[config.mk]
export PLATFORM = sky130hd
export DESIGN_NAME = pe_status_rd
export DESIGN_NICKNAME = d
export VERILOG_FILES = /design/src/rtl/pe_status_pkg.sv /design/src/rtl/pe_op_capture.sv /design/src/rtl/pe_flip_bit.sv /design/src/rtl/pe_status_mux.sv /design/src/rtl/pe_status_rd.sv
export SDC_FILE = /design/constraint.sdc
export NUM_CORES = 1
export LEC_CHECK = 0
export BUFFER_PORTS_ARGS = -buffer_cell sky130_fd_sc_hd__buf_2
export CELL_PAD_IN_SITES_DETAIL_PLACEMENT = 2
export CELL_PAD_IN_SITES_GLOBAL_PLACEMENT = 2
export CORE_AREA = 2 2 50 48
export DETAILED_ROUTE_END_ITERATION = 6
export DIE_AREA = 0 0 52 50
export PLACE_DENSITY = 0.83
export SLEW_MARGIN = 20
export SYNTH_ARGS = -nofsm -noshare
export SYNTH_HDL_FRONTEND = slang
export SYNTH_SLANG_ARGS = --single-unit
[constraint.sdc]
create_clock -name clk_i -period 1.85 [get_ports clk_i]
set_input_delay 0.4625 -clock clk_i [delete_from_list [all_inputs] [get_ports clk_i]]
set_output_delay 0.4625 -clock clk_i [all_outputs]
set_load 0.01 [all_outputs]
[src/rtl/pe_status_pkg.sv]
package pe_status_pkg;
  typedef enum logic {OP_PROG = 1'b0, OP_ERASE = 1'b1} op_e;
endpackage

[src/rtl/pe_op_capture.sv]
module pe_op_capture #(
  parameter int DATA_W = 8
) (
  input  logic              clk_i,
  input  logic              rst_ni,
  input  logic              prog_load_i,
  input  logic [DATA_W-1:0] prog_data_i,
  input  logic              erase_start_i,
  output logic [DATA_W-1:0] cap_data_o,
  output pe_status_pkg::op_e op_o
);
  import pe_status_pkg::*;

  always_ff @(posedge clk_i or negedge rst_ni) begin
    if (!rst_ni) begin
      cap_data_o <= '0;
      op_o       <= OP_PROG;
    end else if (prog_load_i) begin
      cap_data_o <= prog_data_i;
      op_o       <= OP_PROG;
    end else if (erase_start_i) begin
      op_o       <= OP_ERASE;
    end
  end

  assert_erase_mode_R9: assert property (@(posedge clk_i) disable iff (!rst_ni)
    (erase_start_i && !prog_load_i) |=> (op_o == OP_ERASE));
endmodule

[src/rtl/pe_flip_bit.sv]
module pe_flip_bit (
  input  logic clk_i,
  input  logic rst_ni,
  input  logic adv_i,
  output logic flip_o,
  output logic flip_nxt_o
);
  logic flip_q;

  assign flip_nxt_o = ~flip_q;
  assign flip_o     = flip_q;

  always_ff @(posedge clk_i or negedge rst_ni) begin
    if (!rst_ni)    flip_q <= 1'b0;
    else if (adv_i) flip_q <= flip_nxt_o;
  end

  assert_flip_adv_R4: assert property (@(posedge clk_i) disable iff (!rst_ni)
    adv_i |=> (flip_q != $past(flip_q)));
  assert_flip_hold_R7: assert property (@(posedge clk_i) disable iff (!rst_ni)
    !adv_i |=> $stable(flip_q));
endmodule

[src/rtl/pe_status_mux.sv]
module pe_status_mux #(
  parameter int DATA_W = 8
) (
  input  logic               busy_i,
  input  pe_status_pkg::op_e op_i,
  input  logic [DATA_W-1:0]  cap_data_i,
  input  logic               flip_i,
  input  logic [DATA_W-1:0]  array_data_i,
  output logic [DATA_W-1:0]  data_o
);
  import pe_status_pkg::*;
  localparam int POLL_BIT = DATA_W - 1;
  localparam int FLIP_BIT = DATA_W - 2;

  always_comb begin
    if (busy_i) begin
      data_o           = '0;
      // erased cells read 1, so the inverse is 0
      data_o[POLL_BIT] = (op_i == OP_ERASE) ? 1'b0 : ~cap_data_i[POLL_BIT];
      data_o[FLIP_BIT] = flip_i;
    end else begin
      data_o = array_data_i;
    end
  end
endmodule

[src/rtl/pe_status_rd.sv]
module pe_status_rd #(
  parameter int DATA_W = 8
) (
  input  logic              clk_i,
  input  logic              rst_ni,
  input  logic              busy_i,
  input  logic              prog_load_i,
  input  logic [DATA_W-1:0] prog_data_i,
  input  logic              erase_start_i,
  input  logic              rd_stb_i,
  input  logic [DATA_W-1:0] array_data_i,
  output logic [DATA_W-1:0] rd_data_o
);
  import pe_status_pkg::*;
  localparam int POLL_BIT = DATA_W - 1;
  localparam int FLIP_BIT = DATA_W - 2;

  logic [DATA_W-1:0] cap_data;
  op_e               op;
  logic              flip, flip_nxt, busy_rd;
  logic [DATA_W-1:0] mux_data;

  assign busy_rd = rd_stb_i & busy_i;

  pe_op_capture #(.DATA_W(DATA_W)) u_cap (
    .clk_i, .rst_ni, .prog_load_i, .prog_data_i, .erase_start_i,
    .cap_data_o(cap_data), .op_o(op)
  );

  pe_flip_bit u_flip (
    .clk_i, .rst_ni, .adv_i(busy_rd), .flip_o(flip), .flip_nxt_o(flip_nxt)
  );

  // the read reports the flip value after this access advances it
  pe_status_mux #(.DATA_W(DATA_W)) u_mux (
    .busy_i, .op_i(op), .cap_data_i(cap_data), .flip_i(flip_nxt),
    .array_data_i, .data_o(mux_data)
  );

  always_ff @(posedge clk_i or negedge rst_ni) begin
    if (!rst_ni)       rd_data_o <= '0;
    else if (rd_stb_i) rd_data_o <= mux_data;
  end

  assert_out_hold_R8: assert property (@(posedge clk_i) disable iff (!rst_ni)
    !rd_stb_i |=> $stable(rd_data_o));
  assert_idle_pass_R6: assert property (@(posedge clk_i) disable iff (!rst_ni)
    (rd_stb_i && !busy_i) |=> (rd_data_o == $past(array_data_i)));
  assert_busy_low_zero_R5: assert property (@(posedge clk_i) disable iff (!rst_ni)
    busy_rd |=> (rd_data_o[FLIP_BIT-1:0] == '0));
  assert_erase_poll_R3: assert property (@(posedge clk_i) disable iff (!rst_ni)
    (busy_rd && op == OP_ERASE) |=> !rd_data_o[POLL_BIT]);
  assert_prog_poll_R2: assert property (@(posedge clk_i) disable iff (!rst_ni)
    (busy_rd && op == OP_PROG) |=> (rd_data_o[POLL_BIT] != $past(cap_data[POLL_BIT])));
endmodule

==> results of run 1 <==
-- routing by layer --
layer  GRT usage (%)  part of all wire [%]  vias to the layer above
met4            3.95                  0.74                        0
met3            5.76                   6.4                        2
li1                -                     -                      184
met2            15.8                    50                       12
met5               0                     0                        -
met1            12.2                    43                      187
-- power by group --
part           total [mW]  switching, mW  leakage (nW)  internal (mW)
sequential          0.292         0.0191         0.137          0.273
clock               0.164         0.0806        0.0150         0.0834
combinational      0.0936         0.0451         0.162         0.0485
total               0.549          0.145         0.314          0.405
-- registers in the layout (all words and copies together) (netlist names) --
register	flops
u_cap.cap_data_o	1
rd_data_o	8
u_cap.op_o	1
u_flip.flip_o	1
-- cells by family after synthesis --
group,after synthesis,synth area share [%]
flip-flops,11,60.8
AO/OA/AOI/OAI,8,11.1
XOR/XNOR,1,1.93
multiplexers,1,2.49
AND/OR/NAND/NOR,14,18.8
buffers and inverters,6,4.97
-- layout by cell type, fill, tap and decap left out --
master / n
mux2_2: 1
buf_2: 22
and2b_1: 1
or3b_1: 1
inv_1: 5
a22o_1: 2
nand3b_1: 4
clkbuf_1: 1
nor2_1: 4
nand2_1: 1
clkbuf_4: 3
or2b_1: 1
nand2b_1: 2
o21ai_0: 4
a31oi_1: 2
dfrtp_1: 11
xnor2_1: 1
-- worst max path at each step --
stage                                  start  slack (ns)  cells past startpoint                  endpoint
floorplan                             busy_i        0.84                      2  rd_data_o[7]$_DFFE_PN0P_
global placement                      busy_i        0.62                      3  rd_data_o[7]$_DFFE_PN0P_
detailed placement                    busy_i        0.60                      3  rd_data_o[7]$_DFFE_PN0P_
CTS                 rd_data_o[4]$_DFFE_PN0P_        0.57                      1              rd_data_o[4]
global route        rd_data_o[4]$_DFFE_PN0P_        0.55                      1              rd_data_o[4]
finish              rd_data_o[4]$_DFFE_PN0P_        0.59                      1              rd_data_o[4]
-- final cells by class --
class | instances | area (µm²)
tap | 27 | 33.8
multi-input combinational | 24 | 155
timing repair buffer | 22 | 110
clock buffer | 4 | 26.3
inverter | 5 | 18.8
sequential | 11 | 275
fill | 240 | 1440
-- stage by stage --
| stage | hold WS [ns] | setup slack [ns] | util, % | total power, mW |
|---|---|---|---|---|
| global route | 0.0607 | 0.550 | 30.0 | 0.589 |
| CTS | 0.0541 | 0.568 | 30.0 | 0.563 |
| detailed placement | 0.353 | 0.595 | 28.8 | 0.392 |
| global placement | 0.347 | 0.624 | 28.8 | 0.386 |
| finish | 0.0562 | 0.593 | 30.0 | 0.549 |
| floorplan | 0.167 | 0.840 | - | 0.342 |
-- synth_stat cells (all sizes together) --
cell    number  area, µm²
inv          5       18.8
nand2b       2       12.5
clkbuf       1       3.75
xnor2        1       8.76
mux2         1       11.3
dfrtp       11        275
o21ai        4       20.0
or3b         1       8.76
nand2        1       3.75
a31oi        2       12.5
or2b         1       7.51
and2b        1       7.51
nor2         4       15.0
nand3b       4       30.0
a22o         2       17.5
==> results.md, run 1 <==
* Status: completed
* Critical path's top delay family: flip-flops
* Yosys reg bits at 11
* Vias in the first global route at 399
* Placed Cells at 89
* Crit path required time at 1.39 ns
* Final setup viols at 0
* Initial antenna violation count at 0
* Cts bufs inserted at 3
* All-Layer GR Usage at 10.4%
* Post-CTS resize count at 0
* Worst Tran Pin Value at 0.265 ns
* Sequential area share after synthesis at 60.8%
* H-tree levels at 1
* Drt first pass iters at 4
* Class of the worst hold path: in -> async
* Final clock skew at 0.00419 ns
* Root Buffer: clkbuf_4
* First-pass GRT wire length at 1920 µm
* Core footprint at 0.00206 mm²
* CP Launch Type: flip-flop
* CP Capture Type: output pin
* Vias per cell at 4.14
* Sum Neg Setup Slack at 0 ns
* RR Endpoint: rd_data_o[7]$_DFFE_PN0P_
* Residual DRC at 0
* Crit Path Category: reg -> out
* Peak supply drop at 0.313 mV
* Die W at 52 µm
* Clk pin slew, worst setup/hold paths at about 0.070 ns
* Total grt overflow at 0
* Number of synthesis warnings at 0
* Mean post-synth cell area at 11.0 µm²
* Site row count at 16
* Worst EP arrival at roughly 0.8 ns
* Clk sinks at 11
* Post-detail-place hpwl at 825 µm
* Final instance area at 619 µm²
* Largest net degree at the start of global routing at 16
* MaxCap Viol Count at 0
* DR vias at 385
* FF-to-FF Start: u_cap.op_o$_DFFE_PN0P_
* Boundary Pins at 30
* Mapped Area at 453 µm²
* Buffers & Inverters on Critical Path at 1
* Post-Route WL at 1080 µm
* Placed inst area at 593 µm²
* Ant diodes at 0
* Unrepaired setup endpoints after global routing: no
* Die area at 0.00260 mm²
* Pwr per Cell Area at between 800 and 900 mW/mm²
* Final ANT Viol Nets at 0
* Clock Path Buffers at 2
* WL/cell at about 12 µm
* Post-CTS setup buffer count at 0
* Starting density of the core at around 22%
* Worst-Skew Late Latency at between 0.2 and 0.3 ns
* Reg2reg setup slack at 0.87 ns
* Critical path's slowest cell: dfrtp_1
* Iter 0 DRT Violations at 3
* Syn nets at 63
* Final Non-Filler Cells at 93
* R2R cell count at 2
* Crit path max fanout at 2
* Hold_buf cts at 0
* Final #Nets at 89
* Slew Viols, Final at 0
* CP cell instances: buf_2
* Die height at 50 µm
* Peak Freq at 796 MHz
* GP Congestion at 0.579
* CTS tree: built
* Final period utilization at 67.9%
* Share of cells above drive strength 1 at 39.4%
* Hold Vio Cnt, Final at 0
* IO buf count at 22
* Slew headroom at 82.3%
* Leak at 0.314 nW
* Mapped Cells at 41
* Biggest cell delay along the critical path at 0.39 ns
* Fin crit period at 1.26 ns
* Area growth syn-to-layout at 36.7%
* Count of different cell masters after synthesis at 15
Note: power is estimated with default switching activity, not from simulation.
==> run 2: changes to the inputs <==
Settings changed: ABC_AREA set to 1, CORE_AREA 2 2 50 48 to 2 2 54 51, DIE_AREA 0 0 52 50 to 0 0 56 53, PLACE_DENSITY 0.83 to 0.77.
Clock period 1.85 ns to 1.29 ns, I/O delays scaled along.
==> run 2 against run 1 <==
Net effect:
- synthesized area rose by 0.83%
- hold slack improved by 0.19 ns
- non-clock buffer count rose by 1
- sequential share of layout area fell by 0.53 points
- count of clock-buffer cells in the layout did not move
- synthesized cell count rose by 24%
- die area rose by 14%
- via count rose by 15%
- clock power rose by 43%
==> results.md, run 2 <==
* Hold Vio Cnt, Final at 0
* Post-detail-place hpwl at roughly 1000 µm
* Share of cells above drive strength 1 at a little under two fifths
* Vias in the first global route at 473
* Final clock skew at 0.000236 ns
* Ranking of synthesized cells by instance count: nand2_1 (18), dfrtp_1 (11), nand3_1 (10), inv_1 (3), nor2_1 (3)
* Leak at roughly 0.37 nW
* Final setup viols at 0
* Worst EP arrival at around 0.79 ns
* Setup slack after layout at 0.176 ns
* Starting density of the core at 19.2%
* Final period utilization at 86.4%
* Final #Nets at 100
* CP Capture Type: output pin
* Pwr per Cell Area at 1210 mW/mm²
* Xor/xnor share of the synthesized area at 0%
* Peak supply drop at 0.366 mV
* Mux cell area share after synthesis at 0%
* Post-Route WL at 1280 µm
* Buffers & Inverters on Critical Path at 1
* Asr flop ratio synth at 100%
* Drt first pass iters at 4
* IO buf count at 22
* Met3 routed WL at roughly 57 µm
* Worst-Skew Late Latency at approximately 0.26 ns
* Critical path's top delay family: flip-flops
* MaxCap Viol Count at 0
* Dominant cell type by area after synthesis: dfrtp_1
* Sequential area share after synthesis at 60.3%
* Most common cell after layout, fill and taps aside: buf_2
* Site row count at 17
* Cts bufs inserted at 3
* Biggest cell delay along the critical path at 0.39 ns
* Number of synthesis warnings at 0
* Class of the worst hold path: in -> reg
* Place WS at 0.278 ns
* Clock Path Buffers at 2
* Largest net degree at the start of global routing at 12
* Syn nets at between 70 and 80
* Mean post-synth cell area at ~9.0 µm²
* Post-synth EDFFs at 0
* Count leader, synth: nand2_1
* Ant diodes at 0
* Mapped Area at 457 µm²
* Area contributors post-synth: dfrtp_1 (60%), nand2_1 (15%), nand3_1 (11%)
* CP Launch Type: flip-flop
* Area growth syn-to-layout at 37.3%
* Fin crit period at 1.11 ns
* Post-CTS setup buffer count at 0
* Clk pin slew, worst setup/hold paths at about 0.070 ns
* Main combinational cell family by area after synthesis: simple AND/OR/NAND/NOR gates
* GP Congestion at 0.719
* WL met1 at ~570 µm
* Die area at 0.00297 mm²
* Final ANT Viol Nets at 0
* Critical path's slowest cell: dfrtp_1
* Iter 0 DRT Violations at 3
* Die W at 56 µm
* Total grt overflow at 0
* Yosys reg bits at 11
* Complex-gate fraction of the synthesized area at 1.10%
* Adder-Cell Fraction of Synth Area at 0%
* Initial antenna violation count at 0
* WL/cell at 12.2 µm
* Clk sinks at 11
* Boundary Pins at 30
* Number of flip-flops in the largest register at 8
* Unrepaired setup endpoints after global routing: no
* Ys flop type: dfrtp_1
* Crit Path Category: reg -> out
* First-pass GRT wire length at about 2200 µm
* H-tree levels at 1
* Highest routed layer: met4
* CTS tree: built
* Status: completed
* Total Power at 0.758 mW
* Residual DRC at 0
* Crit path required time at roughly 0.97 ns
* Most frequent cells in the layout: buf_2 (22), nand2_1 (18), dfrtp_1 (11)
* CP cell instances: buf_2
* Largest Register: rd_data_o
* Sum Neg Setup Slack at 0 ns
* Count of different cell masters after synthesis at 10
* Crit path max fanout at 2
* Worst Tran Pin Value at 0.277 ns
* Post-synth top area share at 60.3%
* DR vias at approximately 440
* Peak Freq at 898 MHz
* Mapped Cells at 51
* Final Non-Filler Cells at 105
* Placed Cells at 100
* Vias per cell at 4.22
* Synth Area in Simple Gates at 32.1%
* Die height at 53 µm
* Core footprint at 0.00238 mm²
* Slew Viols, Final at 0
* Slew headroom at 81.5%
* Root Buffer: clkbuf_4
* All-Layer GR Usage at approximately 10%
* Met2 wire len at 640 µm
## run 2: cell types whose count changed after synthesis, sizes merged, moves of 2 or more
cell,change
nand3,+10
nand2,+19
nand3b,-4
a31oi,-2
nand2b,-2
a22o,-2
o21ai,-3
## run 2: kinds of logic after synthesis
kind of cell / count (synthesis)
AOI/OAI and AO/OA: 1
buffers and inverters: 6
DFF: 11
and+or+nand+nor: 33
## run 2: stage by stage
stage,cell area (µm²),util (%),hold WS (ns)
2_1_floorplan,457,-,0.0269
3_3_place_gp,591,24.8,0.208
3_5_place_dp,591,24.8,0.213
4_1_cts,627,26.3,0.235
5_1_grt,627,26.3,0.231
6_report,627,26.3,0.242
## run 2: worst paths after layout
check                                         start  cells after the start                        to  slack (ns)
setup / recovery           rd_data_o[0]$_DFFE_PN0P_                      1              rd_data_o[0]        0.18
hold / removal                          prog_load_i                      2    u_cap.op_o$_DFFE_PN0P_        0.24
hold reg to reg            rd_data_o[2]$_DFFE_PN0P_                      2  rd_data_o[2]$_DFFE_PN0P_        0.49
setup reg to reg             u_cap.op_o$_DFFE_PN0P_                      3  rd_data_o[7]$_DFFE_PN0P_        0.59
max in group asynchronous                    rst_ni                      2  rd_data_o[5]$_DFFE_PN0P_        0.64
min in group asynchronous                    rst_ni                      2  rd_data_o[7]$_DFFE_PN0P_        0.45
## run 2: cell type report
cell class,instances,area [µm²]
Clock buffer,4,26.3
Fill cell,288,1760
Inverter,5,18.8
Multi-Input combinational cell,34,151
Sequential cell,11,275
Tap cell,28,35.0
Timing Repair Buffer,23,120
## run 2: metal layers
metal,vias to the layer above,GRT usage (%)
met5,-,0
met4,0,4.76
met3,2,1.47
met2,14,16.7
met1,216,12.8
li1,211,-
## run 2: what timing repair did
action,CTS,global route
hold endpoints to repair,11,0
endpoints found under the setup margin,0,0
gates resized for setup,0,0
hold buffers,1,0
## run 2: report_power, final
part           internal, mW  switching (mW)  total (mW)  leakage (nW)
registers             0.379          0.0179       0.396         0.139
logic                0.0531          0.0736       0.127         0.212
clock network         0.119           0.115       0.235        0.0150
total                 0.551           0.207       0.758         0.367
==> run 3: changes to the inputs <==
Settings changed: ABC_AREA 1 to unset, CORE_AREA 2 2 54 51 to 2 2 52 50, DIE_AREA 0 0 56 53 to 0 0 54 52, GPL_TIMING_DRIVEN set to 0, SLEW_MARGIN 20 to 5.
==> run 3 against run 2 <==
Net effect:
- total power rose by 2.8%
- global-route usage down 0.39 points
- largest power group unchanged
- wire length fell by 17%
==> results.md, run 3 (same netlist as run 1, synthesis figures left out) <==
* Status: completed
* Root Buffer: clkbuf_4
* DR vias at 386
* CP cell instances: buf_2
* Buffers & Inverters on Critical Path at 1
* Total grt overflow at 0
* Peak supply drop at 0.480 mV
* Clk sinks at 11
* MaxCap Viol Count at 0
* Post-CTS setup buffer count at 0
* GP Congestion at 0.651
* Boundary Pins at 30
* Final #Nets at 91
* Share of cells above drive strength 1 at 38.2%
* Die height at between 50 and 60 µm
* Clk pin slew, worst setup/hold paths at 0.07 ns
* Slew Viols, Final at 0
* Final instance area at 634 µm²
* Total Power at 0.779 mW
* Area growth syn-to-layout at 40.1%
* All-Layer GR Usage at 9.61%
* Sum Neg Setup Slack at 0 ns
* Starting density of the core at between 10% and 20%
* Site row count at 17
* Final period utilization at 85.8%
* Worst Tran Pin Value at 0.409 ns
* Hold Vio Cnt, Final at 0
* CP Launch Type: flip-flop
* Cts bufs inserted at 3
* Number of flip-flops in the largest register at 8
* Slew headroom at 72.7%
* CTS tree: built
* Crit path required time at 0.97 ns
* Largest net degree at the start of global routing at 12
* Critical path's top delay family: flip-flops
* Pwr per Cell Area at 1230 mW/mm²
* IO buf count at 22
* Biggest cell delay along the critical path at 0.38 ns
* Unrepaired setup endpoints after global routing: no
* P_sw at approximately 0.2 mW
* Post-Route WL at 1060 µm
* Hold_buf cts at 1
* Drt first pass iters at 1
* Critical path's slowest cell: dfrtp_1
* Beginning of the worst hold path: prog_load_i
* CP Capture Type: output pin
* Ant diodes at 0
* Die area at 0.00281 mm²
* Reg2reg setup slack at 0.32 ns
* Class of the worst hold path: in -> reg
* Initial antenna violation count at 0
* WL/cell at about 11 µm
* Most frequent cells in the layout: buf_2 (22), dfrtp_1 (11), inv_1 (5)
* First-pass GRT wire length at 1830 µm
* Worst EP arrival at 0.78 ns
* RR Endpoint: rd_data_o[7]$_DFFE_PN0P_
* Vias in the first global route at 423
* Post-CTS resize count at 0
* Hold EP: u_cap.op_o$_DFFE_PN0P_
* Most common cell after layout, fill and taps aside: buf_2
* Vias per cell at 4.02
* H-tree levels at 1
* Crit path max fanout at 2
* Sequential Power Share at 53.4%
* Clock Power Share at 28.8%
* Worst-Skew Late Latency at approximately 0.26 ns
* FF-to-FF Start: u_cap.op_o$_DFFE_PN0P_
* Final clock skew at 0.000284 ns
* Die W at 54 µm
* R2R cell count at 2
* Fin crit period at 1.11 ns
* Crit. path cell count at 1
* Leak at between 0.3 and 0.4 nW
* Placed inst area at 598 µm²
* Residual DRC at 0
* Crit Path Category: reg -> out
* Peak Freq at 904 MHz
* Final ANT Viol Nets at 0
* Net Sw Frac at 25.1%
* Worst Hold Depth at 2
* Final setup viols at 0
* Clock Path Buffers at 2
* Iter 0 DRT Violations at 0
* Combinational Power Share at roughly 18%
* Core footprint at 0.00230 mm²
* Int Pwr at just under 0.6 mW
* Largest Register: rd_data_o
-- run 3: changes by cell type in the layout (fill, tap and decap cells not counted), sizes merged --
cell,before,now
mux2,0,1
a31oi,0,2
nand2,20,1
nand2b,0,2
nor2,3,4
nand3b,0,4
o21ai,1,4
or2b,0,1
and2b,0,1
a22o,0,2
or3b,0,1
xnor2,0,1
nand3,10,0
clkbuf,4,5
-- run 3: cell type report --
cell class	count	area, µm²
Buffer	1	3.75
Clock buffer	4	26.3
Fill cell	272	1660
Inverter	5	18.8
Multi-Input combinational cell	24	155
Sequential cell	11	275
Tap cell	28	35.0
Timing Repair Buffer	23	120
-- run 3: stage by stage --
step	utilization (%)	hold slack (ns)	setup WS, ns	cells
CTS	27.6	0.223	0.158	96
global placement	26.0	0.208	0.185	91
detailed placement	26.0	0.210	0.125	91
global route	27.6	0.229	0.128	96
floorplan	-	0.0269	0.357	41
finish	27.6	0.232	0.184	96
-- run 3: power groups by stage --
stage          Sequential (mW)  Clock (mW)  Combinational [mW]
2_1_floorplan            0.432           0              0.0578
3_3_place_gp             0.421           0               0.135
3_5_place_dp             0.423           0               0.141
4_1_cts                  0.417       0.240               0.144
5_1_grt                  0.423       0.257               0.161
6_report                 0.416       0.224               0.139
-- run 3: routing by layer --
layer	wire [µm]	vias to the layer above	GRT usage, %
li1	-	191	-
met1	430	181	9.93
met2	548	14	16.7
met3	85	0	5.17
met4	0	0	2.50
met5	0	-	0
-- run 3: worst max-delay path by stage --
stage / start / slack (ns) / endpoint
2_1_floorplan: u_cap.op_o$_DFFE_PN0P_ / 0.36 / rd_data_o[7]$_DFFE_PN0P_
3_3_place_gp: rd_stb_i / 0.18 / rd_data_o[1]$_DFFE_PN0P_
3_5_place_dp: rd_stb_i / 0.13 / rd_data_o[0]$_DFFE_PN0P_
4_1_cts: rd_data_o[5]$_DFFE_PN0P_ / 0.16 / rd_data_o[5]
5_1_grt: rd_data_o[5]$_DFFE_PN0P_ / 0.13 / rd_data_o[5]
6_report: rd_data_o[3]$_DFFE_PN0P_ / 0.18 / rd_data_o[3]
